**src/rtl/fsam_pkg.sv**
```systemverilog
package fsam_pkg;
  localparam int BYTE_W = 8;

  typedef enum logic [2:0] {
    ST_HUNT,
    ST_SKIP,
    ST_SEEK,
    ST_FILL,
    ST_DONE
  } fsam_state_e;
endpackage

```
**src/rtl/fsam_gap_timer.sv**
```systemverilog
module fsam_gap_timer #(
  parameter int GAP_W      = 8,
  parameter int HD_MAX_GAP = 9,
  parameter int LD_MIN_GAP = 14
) (
  input  logic clk_i,
  input  logic rst_ni,
  input  logic clear_i,
  input  logic hit_i,
  input  logic hd_mode_i,
  output logic have_prev_o,
  output logic spacing_ok_o
);
  localparam logic [GAP_W-1:0] GAP_TOP = '1;
  localparam logic [GAP_W:0]   HD_LIM  = (GAP_W+1)'(HD_MAX_GAP);
  localparam logic [GAP_W:0]   LD_LIM  = (GAP_W+1)'(LD_MIN_GAP);

  logic [GAP_W-1:0] gap_q;
  logic             prev_q;
  logic [GAP_W:0]   spacing;

  always_ff @(posedge clk_i or negedge rst_ni) begin
    if (!rst_ni) begin
      gap_q  <= '0;
      prev_q <= 1'b0;
    end else if (clear_i) begin
      gap_q  <= '0;
      prev_q <= 1'b0;
    end else if (hit_i) begin
      gap_q  <= '0;
      prev_q <= 1'b1;
    end else if (gap_q != GAP_TOP) begin
      gap_q <= gap_q + 1'b1;
    end
  end

  // spacing in clocks from the previous transition tick to this one
  assign spacing      = {1'b0, gap_q} + 1'b1;
  assign spacing_ok_o = hd_mode_i ? (spacing <= HD_LIM) : (spacing >= LD_LIM);
  assign have_prev_o  = prev_q;

  p_clear_ref_r9: assert property (@(posedge clk_i) disable iff (!rst_ni)
    clear_i |=> !have_prev_o);
endmodule

```
**src/rtl/fsam_run_counter.sv**
```systemverilog
module fsam_run_counter #(
  parameter int RUN_LEN = 29
) (
  input  logic clk_i,
  input  logic rst_ni,
  input  logic clear_i,
  input  logic step_i,
  input  logic pass_i,
  output logic lock_o
);
  localparam int          CW   = $clog2(RUN_LEN + 1);
  localparam logic [CW-1:0] LAST = CW'(RUN_LEN - 1);
  localparam logic [CW-1:0] TOP  = CW'(RUN_LEN);

  logic [CW-1:0] cnt_q;

  always_ff @(posedge clk_i or negedge rst_ni) begin
    if (!rst_ni)      cnt_q <= '0;
    else if (clear_i) cnt_q <= '0;
    else if (step_i)  cnt_q <= pass_i ? cnt_q + 1'b1 : '0;
  end

  assign lock_o = step_i && pass_i && (cnt_q == LAST);

  p_run_bound_r4: assert property (@(posedge clk_i) disable iff (!rst_ni)
    cnt_q <= TOP);
  p_run_break_r2: assert property (@(posedge clk_i) disable iff (!rst_ni)
    (step_i && !pass_i && !clear_i) |=> (cnt_q == '0));
endmodule

```
**src/rtl/fsam_shifter.sv**
```systemverilog
module fsam_shifter #(
  parameter int BYTE_W = 8
) (
  input  logic              clk_i,
  input  logic              rst_ni,
  input  logic              preset_i,
  input  logic              hd_mode_i,
  input  logic              shift_i,
  input  logic              clk_bit_i,
  input  logic              dat_bit_i,
  output logic [BYTE_W-1:0] clock_o,
  output logic [BYTE_W-1:0] data_o
);
  logic [BYTE_W-1:0] clk_sr_q, dat_sr_q;

  always_ff @(posedge clk_i or negedge rst_ni) begin
    if (!rst_ni) begin
      clk_sr_q <= '0;
      dat_sr_q <= '0;
    end else if (preset_i) begin
      clk_sr_q <= hd_mode_i ? '0 : '1;
      dat_sr_q <= hd_mode_i ? '1 : '0;
    end else if (shift_i) begin
      if (hd_mode_i) begin
        clk_sr_q <= {clk_bit_i, clk_sr_q[BYTE_W-1:1]};
        dat_sr_q <= {dat_bit_i, dat_sr_q[BYTE_W-1:1]};
      end else begin
        clk_sr_q <= {clk_sr_q[BYTE_W-2:0], clk_bit_i};
        dat_sr_q <= {dat_sr_q[BYTE_W-2:0], dat_bit_i};
      end
    end
  end

  assign clock_o = clk_sr_q;
  assign data_o  = dat_sr_q;

  p_shift_in_r7: assert property (@(posedge clk_i) disable iff (!rst_ni)
    (shift_i && !preset_i && hd_mode_i) |=> (data_o[BYTE_W-1] == $past(dat_bit_i)));
endmodule

```
**src/rtl/fsam_top.sv**
```systemverilog
module fsam_top
  import fsam_pkg::*;
#(
  parameter int GAP_W      = 8,
  parameter int HD_MAX_GAP = 9,
  parameter int LD_MIN_GAP = 14,
  parameter int LOCK_RUN   = 29
) (
  input  logic              clk_i,
  input  logic              rst_ni,
  input  logic              read_en_i,
  input  logic              write_en_i,
  input  logic              hd_mode_i,
  input  logic              half_tick_i,
  input  logic              flux_i,
  input  logic              byte_strobe_i,
  input  logic [BYTE_W-1:0] loop_byte_i,
  output logic              locked_o,
  output logic              mark_o,
  output logic              byte_align_o,
  output logic [BYTE_W-1:0] clock_o,
  output logic [BYTE_W-1:0] data_o
);
  localparam int LW = $clog2(BYTE_W);
  localparam logic [LW-1:0] FILL_BITS = LW'(BYTE_W - 1);

  fsam_state_e state_q;
  logic          phase_q, clk_hold_q, mark_q, align_q;
  logic [LW-1:0] left_q;

  logic hit, have_prev, spacing_ok, step, lock_fire;
  logic tick_rd, data_half, mark_hit, loop_hit, in_byte;

  assign hit       = half_tick_i && flux_i && read_en_i;
  assign step      = hit && have_prev && (state_q == ST_HUNT);
  assign tick_rd   = half_tick_i && read_en_i && !write_en_i;
  assign in_byte   = (state_q == ST_SEEK) || (state_q == ST_FILL);
  assign data_half = tick_rd && phase_q && in_byte;
  assign mark_hit  = data_half && (state_q == ST_SEEK) && (hd_mode_i ? !flux_i : flux_i);
  assign loop_hit  = read_en_i && write_en_i && byte_strobe_i && (state_q == ST_SEEK) &&
                     (hd_mode_i ? (loop_byte_i != '1) : (loop_byte_i != '0));

  fsam_gap_timer #(.GAP_W(GAP_W), .HD_MAX_GAP(HD_MAX_GAP), .LD_MIN_GAP(LD_MIN_GAP)) u_gap (
    .clk_i, .rst_ni, .clear_i(!read_en_i), .hit_i(hit), .hd_mode_i,
    .have_prev_o(have_prev), .spacing_ok_o(spacing_ok)
  );

  fsam_run_counter #(.RUN_LEN(LOCK_RUN)) u_run (
    .clk_i, .rst_ni, .clear_i(!read_en_i), .step_i(step), .pass_i(spacing_ok),
    .lock_o(lock_fire)
  );

  fsam_shifter #(.BYTE_W(BYTE_W)) u_sr (
    .clk_i, .rst_ni, .preset_i(lock_fire), .hd_mode_i, .shift_i(data_half),
    .clk_bit_i(clk_hold_q), .dat_bit_i(flux_i), .clock_o, .data_o
  );

  always_ff @(posedge clk_i or negedge rst_ni) begin
    if (!rst_ni) begin
      state_q    <= ST_HUNT;
      phase_q    <= 1'b0;
      clk_hold_q <= 1'b0;
      mark_q     <= 1'b0;
      align_q    <= 1'b0;
      left_q     <= '0;
    end else if (!read_en_i) begin
      state_q <= ST_HUNT;
      phase_q <= 1'b0;
      mark_q  <= 1'b0;
      align_q <= 1'b0;
      left_q  <= '0;
    end else begin
      align_q <= 1'b0;
      if (tick_rd && in_byte) begin
        phase_q <= !phase_q;
        if (!phase_q) clk_hold_q <= flux_i;
      end
      unique case (state_q)
        ST_HUNT: if (lock_fire) begin
          state_q <= hd_mode_i ? ST_SEEK : ST_SKIP;
          phase_q <= 1'b0;
        end
        // low density locks in a clock half: drop the data half after it
        ST_SKIP: if (half_tick_i) state_q <= ST_SEEK;
        ST_SEEK: begin
          if (loop_hit) begin
            mark_q  <= 1'b1;
            state_q <= ST_DONE;
          end else if (mark_hit) begin
            mark_q  <= 1'b1;
            left_q  <= FILL_BITS;
            state_q <= ST_FILL;
          end
        end
        ST_FILL: if (data_half) begin
          left_q <= left_q - 1'b1;
          if (left_q == LW'(1)) begin
            align_q <= 1'b1;
            state_q <= ST_DONE;
          end
        end
        default: ;
      endcase
    end
  end

  assign locked_o     = (state_q != ST_HUNT);
  assign mark_o       = mark_q;
  assign byte_align_o = align_q;

  p_clear_r9: assert property (@(posedge clk_i) disable iff (!rst_ni)
    !read_en_i |=> (!locked_o && !mark_o && !byte_align_o));
  p_seed_hd_r5: assert property (@(posedge clk_i) disable iff (!rst_ni)
    ($rose(locked_o) && $past(hd_mode_i)) |-> (data_o == '1 && clock_o == '0));
  p_seed_ld_r5: assert property (@(posedge clk_i) disable iff (!rst_ni)
    ($rose(locked_o) && !$past(hd_mode_i)) |-> (data_o == '0 && clock_o == '1));
  p_mark_hd_r8: assert property (@(posedge clk_i) disable iff (!rst_ni)
    ($rose(mark_o) && !$past(write_en_i) && $past(hd_mode_i)) |-> !data_o[BYTE_W-1]);
  p_mark_ld_r8: assert property (@(posedge clk_i) disable iff (!rst_ni)
    ($rose(mark_o) && !$past(write_en_i) && !$past(hd_mode_i)) |-> data_o[0]);
  p_mark_locked_r8: assert property (@(posedge clk_i) disable iff (!rst_ni)
    mark_o |-> locked_o);
  p_align_pulse_r8: assert property (@(posedge clk_i) disable iff (!rst_ni)
    byte_align_o |=> !byte_align_o);
  p_loop_no_align_r10: assert property (@(posedge clk_i) disable iff (!rst_ni)
    byte_align_o |-> !$past(write_en_i));
endmodule

```
**config.mk**
```make
export PLATFORM = sky130hd
export DESIGN_NAME = fsam_top
export DESIGN_NICKNAME = d
export VERILOG_FILES = /design/src/rtl/fsam_pkg.sv /design/src/rtl/fsam_gap_timer.sv /design/src/rtl/fsam_run_counter.sv /design/src/rtl/fsam_shifter.sv /design/src/rtl/fsam_top.sv
export SDC_FILE = /design/constraint.sdc
export NUM_CORES = 1
export LEC_CHECK = 0
export ABC_AREA = 1
export BUFFER_PORTS_ARGS = -buffer_cell sky130_fd_sc_hd__buf_2
export CAP_MARGIN = 20
export CORE_ASPECT_RATIO = 1.75
export CORE_UTILIZATION = 27
export DETAILED_ROUTE_END_ITERATION = 7
export PLACE_DENSITY = 0.47
export REMOVE_ABC_BUFFERS = 1
export SLEW_MARGIN = 25
export SYNTH_ARGS = -nofsm -noshare
export SYNTH_HDL_FRONTEND = slang
export SYNTH_HIERARCHICAL = 1
export SYNTH_SLANG_ARGS = --single-unit
```
**constraint.sdc**
```tcl
create_clock -name clk_i -period 2.74 [get_ports clk_i]
set_clock_uncertainty 0.2 [all_clocks]
set_input_delay 0.274 -clock clk_i [delete_from_list [all_inputs] [get_ports clk_i]]
set_output_delay 0.274 -clock clk_i [all_outputs]
set_load 0.02 [all_outputs]
```
# [Word-level counts from Yosys, hierarchy flattened]
# Cells that the tools add are included.
[op_classes] addsub=4 n_lt_le_gt_ge=2 eq_ne=21 mux=45 n_bitwise=1 n_reduce_logical=29
[ops] cell="$mux W8" n=11
[ops] cell="$mux W3" n=11
[ops] cell="$logic_and A1 B1 Y1" n=17
[ops] cell="$mux W1" n=17
[ops] cell="$ne A8 B8 Y1 const B" n=2
[ops] cell="$mux W5" n=3
[ops] cell="$ne A3 B3 Y1 const B" n=5
[ops] cell="$pmux W3 S4" n=1
[ops] cell="$add A8 B1 Y9 const B" n=1
[ops] cell="$ge A9 B4 Y1 const B" n=1
[ops] cell="$le A9 B4 Y1 const B" n=1
[ops] cell="$ne A3 B1 Y1 const B" n=3
[ops] cell="$add A8 B1 Y8 const B" n=1
[ops] cell="$reduce_bool A8 Y1" n=1
[ops] cell="$eq A3 B1 Y1 const B" n=2
[ops] cell="$eq A3 B2 Y1 const B" n=2
[ops] cell="$ne A2 B1 Y1 const B" n=3
[ops] cell="$pmux W3 S2" n=1
[ops] cell="$reduce_and A6 Y1" n=1
[ops] cell="$add A5 B1 Y5 const B" n=1
[ops] cell="$eq A5 B5 Y1 const B" n=1
[ops] cell="$ne A5 B1 Y1 const B" n=1
[ops] cell="$ne A4 B4 Y1 const B" n=1
[ops] cell="$reduce_and A4 Y1" n=1
[ops] cell="11 further kinds" n=13
[totals] reg_bits=40 inputBits=16 output_inout_bits=19

# [Longest topological paths before layout]
[depth] ltp_word=10 mapped_depth=22 depth_no_buf=22

# [By module]
# The synthesis kept the hierarchy.
[modules_own_cells] mod="fsam_shifter" instances=1 cells_each=122 area_per_inst_um2=892.1
[modules_own_cells] mod="fsam_top" instances=1 cells_each=124 area_per_inst_um2=847.1
[modules_own_cells] mod="fsam_gap_timer" instances=1 cells_each=102 area_per_inst_um2=651.9
[modules_own_cells] mod="fsam_run_counter" instances=1 cells_each=38 area_per_inst_um2=300.3

# [Least setup slack after synthesis]
# No wires, ideal clock.
[synth_path] kind="reg-to-reg" from="reg u_gap.gap_q[0]" to="reg state_q[0]" t_arrival_ps=2330 required_ps=2475 path_slack_ps=145 path_stages_with_launch=22 path_buffers=0 period_less_slack_ps=2595 path_cell_list="dfrtp_1 -> inv_1 -> ha_1 -> nor2_1 -> nand2_1 -> nand2_1 -> nand3_1 -> nand2_1 -> nand2_1 -> nand2_1 -> nand2_1 -> inv_1 -> nand2_2 -> nor3_1 -> inv_1 -> nand2_1 -> nand2_1 -> o21ai_0 -> nand2_2 -> nor2_4 -> nand3_1 -> nand2_1"
[synth_between] elab_chain_len=7 word_cells_on_any_way=8 classes_between="1 x add/sub; 2 x order compare; 1 x eq/ne; 1 x mux; 3 x reduce/logical"
[synth_lines] element="start: declaration" line="fsam_gap_timer.sv:18" rtl="logic [GAP_W-1:0] gap_q;"
[synth_lines] element="start signal: assignment" line="fsam_gap_timer.sv:33" rtl="gap_q <= gap_q + 1'b1;"
[synth_lines] element="$add A8 B1 Y9 (*)" line="fsam_gap_timer.sv:38" rtl="assign spacing = {1'b0, gap_q} + 1'b1;"
[synth_lines] element="$ge A9 B4 Y1 or $le A9 B4 Y1 (tied branches)" line="fsam_gap_timer.sv:39" rtl="assign spacing_ok_o = hd_mode_i ? (spacing <= HD_LIM) : (spacing >= LD_LIM);"
[synth_lines] element="$mux W1 (*)" line="fsam_gap_timer.sv:39"
[synth_lines] element="named net spacing_ok" line="fsam_top.sv:31" rtl="logic hit, have_prev, spacing_ok, step, lock_fire;"
[synth_lines] element="$logic_and A1 B1 Y1 (*) (2 in series)" line="fsam_run_counter.sv:23" rtl="assign lock_o = step_i && pass_i && (cnt_q == LAST);"
[synth_lines] element="named net lock_fire" line="fsam_top.sv:31"
[synth_lines] element="$ne A3 B3 Y1 (no line) (*)"
[synth_lines] element="$reduce_and A6 Y1 (no line) (*)"
[synth_lines] element="end signal: assignment" line="fsam_top.sv:80" rtl="state_q <= hd_mode_i ? ST_SEEK : ST_SKIP;"
[synth_lines] element="end: declaration" line="fsam_top.sv:27" rtl="fsam_state_e state_q;"
# Mark *: on every way through the listed nets, which the timed path passes. The rest lies on a longest branch.
# A chain may end at the register's enable or synchronous reset.

# [Final worst setup path]
[layout_path] from="reg u_gap.gap_q[0]" to="reg u_sr.dat_sr_q[4], in the netlist u_sr/data_o[4]"
[layout_between] elab_chain_len=6 word_cells_on_any_way=8 classes_between="1 x add/sub; 2 x order compare; 2 x mux; 3 x reduce/logical"
[layout_lines] element="$add A8 B1 Y9 (*)" line="fsam_gap_timer.sv:38"
[layout_lines] element="$ge A9 B4 Y1 or $le A9 B4 Y1 (tied branches)" line="fsam_gap_timer.sv:39"
[layout_lines] element="$mux W1 (*)" line="fsam_gap_timer.sv:39"
[layout_lines] element="named net spacing_ok" line="fsam_top.sv:31"
[layout_lines] element="$logic_and A1 B1 Y1 (*) (2 in series)" line="fsam_run_counter.sv:23"
[layout_lines] element="named net lock_fire" line="fsam_top.sv:31"
[layout_lines] element="$mux W8 or $reduce_bool A2 Y1 (tied branches)"
[layout_lines] element="end signal: assignment" line="fsam_shifter.sv:22" rtl="dat_sr_q <= hd_mode_i ? '1 : '0;"
[layout_lines] element="end signal: assignment" line="fsam_shifter.sv:26" rtl="dat_sr_q <= {dat_bit_i, dat_sr_q[BYTE_W-1:1]};"
[layout_lines] element="end signal: assignment" line="fsam_shifter.sv:29" rtl="dat_sr_q <= {dat_sr_q[BYTE_W-2:0], dat_bit_i};"
[layout_lines] element="end: declaration" line="fsam_shifter.sv:14" rtl="logic [BYTE_W-1:0] clk_sr_q, dat_sr_q;"
# Marks and branches as above.

==> results.tsv <==
stage	metric	value	unit
outcome	run status	complete, no violations	
logic_synthesis	Mean Syn Cell Area	6.97	um2
critical_path	slowest stage delay, CP	0.38	ns
cts	H-tree Lvls	2	
final_layout	Non-Filler Instances	555	
critical_path	FF-to-FF setup slack	0.23	ns
cts	CTS sink cnt	40	
floorplanning	Top Ports	35	
sta	Fin. Hold Viols	0	
sta	Final Setup Violations	0	
pwr	P_sw	0.608	mW
sta	Least-Margin Pin Slew	0.545	ns
final_layout	layout cell share with drive strength beyond 1	22.9	%
global_routing	GRT Overall Usage	13.7	%
critical_path	Required @ worst endpoint	2.72	ns
critical_path	crit path launch type	flip-flop	
critical_path	Critical Path AT	2.50	ns
critical_path	WP buf/inv	4	
critical_path	most frequent CP cell	nand2_1	
sta	unrepaired setup endpoints after global routing	no	
place	GPL Wtd Cong	0.761	
pwr	Flop pwr share	39.2	%
global_routing	first-pass GRT wire length	11100	um
route	WL per Instance	11.6	um
cts	CTS tree	built	
final_layout	Fill cells	1052	
place	Post-Place Setup Slack	0.0459	ns
logic_synthesis	ys flop type	dfrtp_1	
logic_synthesis	ranking of synthesized cells by area	dfrtp_1 (37%), nand2_1 (20%), inv_1 (6.3%), nand3_1 (5.0%), nor2_1 (4.6%)	
final_layout	Post-layout nets	455	
logic_synthesis	Seq/Total Area, Yosys	37.2	%
logic_synthesis	synthesized area	2690	um2
min_path	min-delay src	flux_i	
route	Via Count	2456	
sta	Rel. slew slack	63.7	%
logic_synthesis	Synth warnings	6	
pwr	P per Cell Area	546	nW/um2
logic_synthesis	top cells by count, synth	nand2_1 (143), inv_1 (45), dfrtp_1 (40), nor2_1 (33), nand3_1 (27)	
min_path	Hold Crit Endpoint	u_sr/data_o[0]	
final_layout	post-route cell area	3280	um2
flow_run	max-cap violations	0	
logic_synthesis	flop and latch count out of synthesis	40	
critical_path	worst reg2reg path depth	19	
route	Antenna Violating Nets Remaining	0	
critical_path	FF-to-FF End	u_sr/data_o[4]	
route	initial DRC count	82	
route	drt first pass iters	4	
floorplanning	die width	77.5	um
critical_path	worst reg2reg startpoint	u_gap/gap_q[0]	
pwr	Power Internal	1.19	mW
pwr	Peak supply drop	0.261	mV
floorplanning	Starting Density	28.1	%
cts	CTS root buf	clkbuf_16	
logic_synthesis	Post-synth EDFFs	0	
final_layout	antenna cells	0	
logic_synthesis	top-count cell post-synth	nand2_1	
final_layout	synth-to-layout area growth	22.0	%
pwr	Comb pwr share	27.6	%
global_routing	vias in the first global route	2420	
global_routing	initial antenna violation count	0	
place	dpl cell area	3030	um2
global_routing	largest net degree at the start of global routing	41	
logic_synthesis	Yosys cell types	31	
sta	Max Slew Vio Count	0	
global_routing	total grt overflow	0	
critical_path	CP Max Fanout	13	
sta	Achievable Freq	398	MHz
place	DP HPWL	4810	um
logic_synthesis	Cells after Synth	386	
pwr	switching share of power	33.9	%
pwr	leakage	1.80	nW
logic_synthesis	post-synth top area cell	dfrtp_1	
place	placed insts	543	
floorplanning	Die Y	134	um
cts	clock slew seen by the registers of the worst setup and hold paths	0.06	ns
min_path	worst hold path cell count	5	
floorplanning	die area	10400	um2
pwr	Clk pwr share	33.2	%
sta	Min Clock Period, post-route	2.51	ns
critical_path	Setup CP Type	reg2reg	
critical_path	Worst Setup End Kind	flip-flop	
route	routed vias/inst	4.43	
logic_synthesis	Yosys top cell area share	37.2	%
route	DRT Wirelength	6460	um
min_path	HP Class	in2reg	
cts	Max Root-Sink Buffers	2	
floorplanning	Core ar.	9590	um2
critical_path	CP delay by family, top	simple AND/OR/NAND/NOR gates	
route	DRC viols	0	
critical_path	CP Cell Sequence	ha_2 > nand2_4 > nor2_4 > nand2_1 > buf_6 > nand2_2 > nor2_1 > nor2_1 > nand2_1 > nand2_1 > inv_1 > nand2_2 > nor3_4 > buf_4 > buf_4 > o21ai_0 > nand2_1 > nand2_1 > nand2_1	
cts	latest clock arrival within the worst-skew pair	0.29	ns
floorplanning	Core Rows	47	
cts	TritonCTS Buffers	5	
sta	setup ws final	0.226	ns
sta	Tcrit/Tclk final	91.8	%
critical_path	critical path's slowest cell	dfrtp_1	
logic_synthesis	Post-synth ARST share	100	%
place	PortBufs	34	
[worst min-delay path, cell delays in order]
cell and delay [ns]:
buf_2 0.11, nand2_1 0.05, nand2_1 0.05, nand2_1 0.04
nand2_1 0.04
[power groups by stage]
stage	Combinational [mW]	Sequential, mW	Clock, mW
floorplan	0.344	0.716	0
global placement	0.485	0.714	0
detailed placement	0.487	0.713	0
CTS	0.491	0.703	0.622
global route	0.565	0.713	0.643
finish	0.494	0.703	0.596
[flip-flops by register name, summed over array words and instances (netlist names)]
name and cells:
u_sr/clock_o 8, u_gap/gap_q 8, mark_o 1, byte_align_o 1
u_run/cnt_q 5, phase_q 1, u_sr/data_o 8, state_q 3
u_gap/have_prev_o 1, clk_hold_q 1, left_q 3
[final cells by class]
| type | instances | area, um2 | share of cell area (%) |
|---|---|---|---|
| Multi-Input combinational cell | 287 | 1480 | 45.1 |
| Sequential cell | 40 | 1000 | 30.5 |
| Timing Repair Buffer | 48 | 309 | 9.41 |
| Inverter | 50 | 190 | 5.79 |
| Tap cell | 122 | 153 | 4.65 |
| Clock buffer | 6 | 139 | 4.23 |
| Clock inverter | 2 | 10.0 | 0.305 |
[stage by stage]
| stage | total power, mW | hold WS (ns) | util (%) | TNS [ns] |
|---|---|---|---|---|
| after detailed placement | 1.20 | 0.261 | 31.6 | 0 |
| after global routing | 1.92 | 0.170 | 34.3 | 0 |
| final | 1.79 | 0.125 | 34.3 | 0 |
| after floorplan | 1.06 | -0.222 | - | -16.84 |
| after CTS | 1.82 | 0.118 | 33.2 | 0 |
| after global placement | 1.20 | 0.259 | 31.6 | 0 |
[metal layers]
metal  routed length (um)  global-route usage, %
met1                 2560                   14.0
met2                 3630                   26.9
met3                  136                   1.70
met4                  133                   5.97
met5                    0                      0
[cells by family after synthesis]
logic type	Yosys count	synth area share, %
AND/OR/NAND/NOR	241	40.9
buffers and inverters	59	10.1
flip-flops	40	37.2
AO/OA/AOI/OAI	36	7.58
adder cells (fa/ha/maj)	7	3.25
XOR/XNOR	3	0.976
[placed cells by master (no fill, tap or decap), types with 2 or more instances in the layout]
cell / n
clkbuf_16: 5
ha_1: 5
nor2_1: 31
nor3_1: 2
buf_4: 11
dfrtp_1: 39
nand3_1: 26
buf_2: 33
o21ai_0: 18
nand3b_1: 4
nor2_8: 2
nor2_2: 5
nor2_4: 7
clkinv_2: 2
xnor2_1: 2
o21ai_2: 2
inv_1: 44
nand2_4: 2
nand4_1: 5
inv_2: 5
nand2_1: 141
nand2_2: 12
a21oi_1: 5
nand3_2: 2
buf_12: 2
o21ai_1: 8
[worst max path at each step]
stage / slack [ns] / cells after the start / end / start
after floorplan: -1.12 / 22 / state_q[0] / u_gap/gap_q[0]
after global placement: 0.09 / 21 / state_q[2] / u_gap/gap_q[0]
after detailed placement: 0.05 / 21 / state_q[2] / u_gap/gap_q[1]
after CTS: 0.02 / 21 / state_q[2] / u_gap/gap_q[1]
after global routing: 0.002 / 19 / u_sr/data_o[2] / u_gap/gap_q[1]
final: 0.23 / 19 / u_sr/data_o[4] / u_gap/gap_q[0]
[what timing repair did]
action,4_1_cts,5_1_grt
hold buffers,1,0
endpoints found under the setup margin,0,19
endpoints found under the hold margin,40,0
resized for setup,0,16
setup buffers,0,3
(Power assumes the default switching activity.)
